**src/rtl/pid_pkg.sv**
```systemverilog
// Shared constants and types of the periodic interrupt rate divider.
// Assumes a four-bit rate selector unless a user overrides the top parameter.
package pid_pkg;
    localparam int unsigned DEF_CODE_W = 4;
    localparam int unsigned DEF_SLOW1  = 8;   // selector 1 behaves as this
    localparam int unsigned DEF_SLOW2  = 9;   // selector 2 behaves as this

    // Pair of registered event outputs
    typedef struct packed {
        logic flag;
        logic sq;
    } pid_evt_t;
endpackage

```
**src/rtl/pid_rate_decode.sv**
```systemverilog
// Rate selector decode: maps the selector to an effective exponent and
// builds a mask of the base-count bits that must be zero for an event.
// Assumes the selector is stable for the cycle it is sampled in.
module pid_rate_decode #(
    parameter int unsigned CODE_W = 4,
    parameter int unsigned SLOW1  = 8,
    parameter int unsigned SLOW2  = 9,
    localparam int unsigned CNT_W = (1 << CODE_W) - 1
) (
    input  logic [CODE_W-1:0] rate_code,
    output logic              active,
    output logic [CNT_W-1:0]  align_mask
);
    logic [CODE_W-1:0] eff_code;
    logic [CODE_W-1:0] shift;

    // Remap the two lowest selectors to slower rates; 0 means off
    always_comb begin
        active   = 1'b1;
        eff_code = rate_code;
        if (rate_code == '0) begin
            active   = 1'b0;
            eff_code = '0;
        end else if (rate_code == CODE_W'(1)) begin
            eff_code = CODE_W'(SLOW1);
        end else if (rate_code == CODE_W'(2)) begin
            eff_code = CODE_W'(SLOW2);
        end
        shift = active ? (eff_code - CODE_W'(1)) : '0;
    end

    // One mask bit per base-count bit below the period exponent
    for (genvar i = 0; i < CNT_W; i++) begin : g_mask
        assign align_mask[i] = active & (shift > CODE_W'(i));
    end
endmodule

```
**src/rtl/pid_base_count.sv**
```systemverilog
// Free-running count of base ticks. Advances on every tick regardless of
// enables or selector so that event phase is shared by all rates.
module pid_base_count #(
    parameter int unsigned CNT_W = 15
) (
    input  logic             clk,
    input  logic             rst_n,
    input  logic             tick,
    output logic [CNT_W-1:0] count
);
    // Count base ticks, wrapping naturally at 2^CNT_W
    always_ff @(posedge clk) begin
        if (!rst_n)
            count <= '0;
        else if (tick)
            count <= count + CNT_W'(1);
    end


    reset_clears_count_chk: assert property (@(posedge clk)
        !rst_n |=> (count == '0));


    count_holds_without_tick_chk: assert property (@(posedge clk) disable iff (!rst_n)
        !tick |=> $stable(count));
endmodule

```
**src/rtl/pid_event_gen.sv**
```systemverilog
// Event detector: on a tick whose next count is aligned to the period,
// registers one-clock pulses gated by the two enables.
// Assumes the mask is zero-filled above the period exponent.
module pid_event_gen
    import pid_pkg::*;
#(
    parameter int unsigned CNT_W = 15
) (
    input  logic             clk,
    input  logic             rst_n,
    input  logic             tick,
    input  logic             active,
    input  logic [CNT_W-1:0] align_mask,
    input  logic [CNT_W-1:0] count,
    input  logic             pie_en,
    input  logic             sqwe_en,
    output pid_evt_t         evt
);
    logic [CNT_W-1:0] count_nxt;
    logic             hit;

    // Decide whether this tick lands on a period boundary
    always_comb begin
        count_nxt = count + CNT_W'(1);
        hit       = tick & active & ((count_nxt & align_mask) == '0);
    end

    // Register the gated pulses for one clock
    always_ff @(posedge clk) begin
        if (!rst_n) begin
            evt.flag <= 1'b0;
            evt.sq   <= 1'b0;
        end else begin
            evt.flag <= hit & pie_en;
            evt.sq   <= hit & sqwe_en;
        end
    end


    flag_needs_enable_chk: assert property (@(posedge clk) disable iff (!rst_n)
        evt.flag |-> $past(pie_en));


    sq_needs_enable_chk: assert property (@(posedge clk) disable iff (!rst_n)
        evt.sq |-> $past(sqwe_en));
endmodule

```
**src/rtl/periodic_irq_divider.sv**
```systemverilog
// Top of the periodic interrupt rate divider. Joins the selector decode,
// the shared base counter and the event detector.
// Assumes tick_32k is a single-clock enable at most once per clock.
module periodic_irq_divider
    import pid_pkg::*;
#(
    parameter int unsigned CODE_W = DEF_CODE_W,
    parameter int unsigned SLOW1  = DEF_SLOW1,
    parameter int unsigned SLOW2  = DEF_SLOW2
) (
    input  logic              clk,
    input  logic              rst_n,
    input  logic              tick_32k,
    input  logic [CODE_W-1:0] rate_code,
    input  logic              pie_en,
    input  logic              sqwe_en,
    output logic              flag_set,
    output logic              sq_pulse
);
    localparam int unsigned CNT_W = (1 << CODE_W) - 1;

    logic             active;
    logic [CNT_W-1:0] align_mask;
    logic [CNT_W-1:0] count;
    pid_evt_t         evt;

    pid_rate_decode #(.CODE_W(CODE_W), .SLOW1(SLOW1), .SLOW2(SLOW2)) u_decode (
        .rate_code (rate_code),
        .active    (active),
        .align_mask(align_mask)
    );

    pid_base_count #(.CNT_W(CNT_W)) u_count (
        .clk  (clk),
        .rst_n(rst_n),
        .tick (tick_32k),
        .count(count)
    );

    pid_event_gen #(.CNT_W(CNT_W)) u_event (
        .clk       (clk),
        .rst_n     (rst_n),
        .tick      (tick_32k),
        .active    (active),
        .align_mask(align_mask),
        .count     (count),
        .pie_en    (pie_en),
        .sqwe_en   (sqwe_en),
        .evt       (evt)
    );

    assign flag_set = evt.flag;
    assign sq_pulse = evt.sq;


    flag_one_clock_chk: assert property (@(posedge clk) disable iff (!rst_n)
        flag_set |=> !flag_set);


    sq_one_clock_chk: assert property (@(posedge clk) disable iff (!rst_n)
        sq_pulse |=> !sq_pulse);


    pulse_after_tick_chk: assert property (@(posedge clk) disable iff (!rst_n)
        (flag_set || sq_pulse) |-> $past(tick_32k));


    no_pulse_when_off_chk: assert property (@(posedge clk) disable iff (!rst_n)
        (flag_set || sq_pulse) |-> ($past(rate_code) != '0));
endmodule

```
**config.mk**
```make
export PLATFORM = sky130hd
export DESIGN_NAME = periodic_irq_divider
export DESIGN_NICKNAME = d
export VERILOG_FILES = /design/src/rtl/pid_pkg.sv /design/src/rtl/pid_rate_decode.sv /design/src/rtl/pid_base_count.sv /design/src/rtl/pid_event_gen.sv /design/src/rtl/periodic_irq_divider.sv
export SDC_FILE = /design/constraint.sdc
export NUM_CORES = 1
export LEC_CHECK = 0
export ABC_AREA = 1
export BUFFER_PORTS_ARGS = -buffer_cell sky130_fd_sc_hd__buf_2
export CORE_ASPECT_RATIO = 0.6
export CORE_MARGIN = 8
export CORE_UTILIZATION = 35
export CTS_CLUSTER_SIZE = 20
export DETAILED_ROUTE_END_ITERATION = 10
export PLACE_DENSITY_LB_ADDON = 0.08
export SLEW_MARGIN = 20
export SYNTH_ARGS = -nofsm -noshare
export SYNTH_HDL_FRONTEND = slang
export SYNTH_SLANG_ARGS = --single-unit
```
**constraint.sdc**
```tcl
create_clock -name clk -period 4 [get_ports clk]
set_clock_uncertainty 0.05 [all_clocks]
set_input_delay 0.6 -clock clk [delete_from_list [all_inputs] [get_ports clk]]
set_output_delay 0.6 -clock clk [all_outputs]
set_load 0.01 [all_outputs]
```
==> qor.yml <==
sta:
  maxSlewViolCount: 0
  finalSetupTns_ns: 0
  rsz0062_at_grt: "false"
  timing.final.crit_share_pct: 52.1
  tightest_slew_ns: 0.636
  setup_viol_count_final: 0
  fin_crit_ns: 2.08
  fin_ws_ns: 1.92
  timing.slew.headroom_pct: 57.6
  clock.fmax_mhz: 480
  finalHoldViolations: 0
place:
  hpwl_um: 2640
  post-place-ws_ns: 1.62
  dp.cells: 280
  gp_congestion: 0.803
  io_buffer_count: 10
logic_synthesis:
  synthTopCellsByArea: "dfxtp_1 (26%), nand2_1 (18%), inv_1 (12%)"
  postSynthCellCount: 226
  synth.avg_cell_area_um2: 5.77
  yosys.area.top_type: "dfxtp_1"
  ys.flop_type: "dfxtp_1"
  synth_fp_nets: 237
  synth_edf_count: 0
  synth_seq_area_share_pct: 26.1
  synth_top_area_share_pct: 26.1
  yosys_warnings: 0
  ys_ff_latch: 17
  synthArstFlopShare_pct: 0
  synth_area_um2: 1300
  synthTopCellsByCount: "nand2_1 (62), inv_1 (42), nand3_1 (21)"
  synth_most_common_cell: "nand2_1"
  ys_types: 20
critical_path:
  crit_type: "input port to flip-flop"
  required_ns: 4.11
  crit_path_max_fanout: 5
  cp.arrival_ns: 2.20
  critPathLaunchType: "input port"
  end_kind: "flip-flop"
worst_hold_path:
  min_path_type: "input port to flip-flop"
drt:
  top_layer_used: "met4"
  viasPerCell: 4.72
  firstDrtPassIters: 4
  drc: 0
  wl_met2_um: 1160
  routedWlPerCell_um: 11.9
  wl_um: 3370
  route.met3.wl_um: 165
  antenna_left: 0
  drt_iter0_markers: 90
  m1WireLength_um: 2030
  vias: 1341
global_route:
  grt_pass1_vias: 1167
  grt_start_max_net_pins: 24
  grt_pass1_wl_um: 5730
  antenna_found_initial: 0
  grt_usage_pct: 11.9
  overflow: 0
clocking:
  cts_setup_buffers: 0
  postCtsHoldBufs: 0
  cts.clk_slew.worst_paths_ns: 0.07
  htreeDepth: 1
  cts.path.max_buffers: 2
  cts_made_buffers: 3
  cts_resized: 0
  clk_latency_ns: 0.26
  clockRootBuffer: "clkbuf_8"
  cts_sinks: 17
  tritoncts: "built"
final_layout:
  drive_gt1_share_pct: 11.0
  nets: 249
  fillers: 425
  area_delta_synth_final_pct: 11.2
  multi_input_area_um2: 783
  final-seq-area_um2: 340
  antenna_cells: 0
  instances_no_fill: 284
floorplan:
  dieArea_um2: 6000
  fp.dieH_um: 63.3
  io_pins: 11
  dieWidth_um: 94.8
  core-area_um2: 3620
  start_util_pct: 36.1
  fp-row-count: 17
status:
  status: "completed"
flow_run:
  cap_violations: 0
pwr:
  p_leak_nw: 0.725
  ir_worst_vdd_mv: 0.119
  power.density_nw_per_um2: 291
flip-flops by register name, indices dropped and copies added, names as in the netlist:
register	flops
u_count.count	15
u_event.evt	2
cell type report:
type | count | share of cell area (%)
multi-input combinational | 161 | 54.0
sequential | 17 | 23.5
inverter | 45 | 11.6
tap | 47 | 4.06
timing repair buffer | 10 | 3.45
clock buffer | 3 | 2.85
clock inverter | 1 | 0.518
metrics by stage:
step / hold slack [ns] / cell area, um^2 / power (mW) / utilization (%)
5_1_grt: 0.514 / 1450 / 0.452 / 40.1
4_1_cts: 0.510 / 1450 / 0.426 / 40.1
3_3_place_gp: 0.510 / 1400 / 0.287 / 38.8
3_5_place_dp: 0.494 / 1400 / 0.285 / 38.8
6_report: 0.505 / 1450 / 0.422 / 40.1
2_1_floorplan: 0.442 / 1300 / 0.259 / -
report_power, final:
| part | leakage [nW] | switching, mW | internal (mW) |
|---|---|---|---|
| combinational | 0.563 | 0.0606 | 0.0308 |
| clock | 0.0217 | 0.0693 | 0.0703 |
| sequential | 0.140 | 0.0110 | 0.180 |
critical path, stage by stage:
cell and delay [ns]:
buf_2 0.13, nor2_2 0.14, nand2_1 0.10, nand2_1 0.11, inv_1 0.05, ha_1 0.30
inv_1 0.15, nand3_1 0.13, o21ai_0 0.20, nand2_1 0.07, nand2_1 0.07, nor2_1 0.04
nand3_1 0.08, nor2_1 0.04
routing by layer:
| layer | GRT usage (%) | vias up |
|---|---|---|
| li1 | - | 738 |
| met5 | 0 | - |
| met2 | 14.4 | 23 |
| met1 | 19.1 | 578 |
| met4 | 1.74 | 0 |
| met3 | 3.66 | 2 |
cells in the final DEF (no fill, tap or decap):
| cell type | synthesis | routed |
|---|---|---|
| xor2_1 | 3 | 3 |
| buf_2 | 0 | 10 |
| nor3_1 | 2 | 2 |
| clkinvlp_4 | 0 | 1 |
| dfxtp_1 | 17 | 17 |
| inv_1 | 42 | 42 |
| inv_2 | 2 | 2 |
| nand4_1 | 4 | 4 |
| o21ai_0 | 19 | 19 |
| a21oi_1 | 15 | 15 |
| nand3_2 | 3 | 3 |
| o21bai_1 | 3 | 3 |
| nand3_1 | 21 | 21 |
| o211ai_1 | 2 | 2 |
| nand2_1 | 62 | 62 |
| nor2_1 | 18 | 18 |
| clkbuf_8 | 0 | 3 |
| ha_1 | 2 | 2 |
| clkinv_1 | 1 | 1 |
| nor2_2 | 3 | 3 |
| nor2_4 | 2 | 2 |
| nand2_2 | 2 | 2 |
cell families (layout without fill, tap and decap cells):
group | after synthesis | in the layout | share of synthesized area, %
XOR/XNOR | 3 | 3 | 2.02
AO/OA/AOI/OAI | 39 | 39 | 15.9
flip-flops | 17 | 17 | 26.1
adder cells (fa/ha/maj) | 2 | 2 | 1.92
AND/OR/NAND/NOR | 117 | 117 | 40.2
buffers and inverters | 48 | 59 | 13.8
path summary, 6_finish.rpt:
| check | startpoint | slack (ns) | cells after the start | endpoint |
|---|---|---|---|---|
| max reg2reg | u_count.count[0] | 2.15 | 10 | u_event.evt[1] |
| min reg2reg | u_count.count[14] | 0.52 | 4 | u_count.count[14] |
| max | rate_code[2] | 1.92 | 14 | u_event.evt[1] |
| min | sqwe_en | 0.51 | 3 | u_event.evt[0] |
No activity file was read; power rests on OpenSTA's default activity.
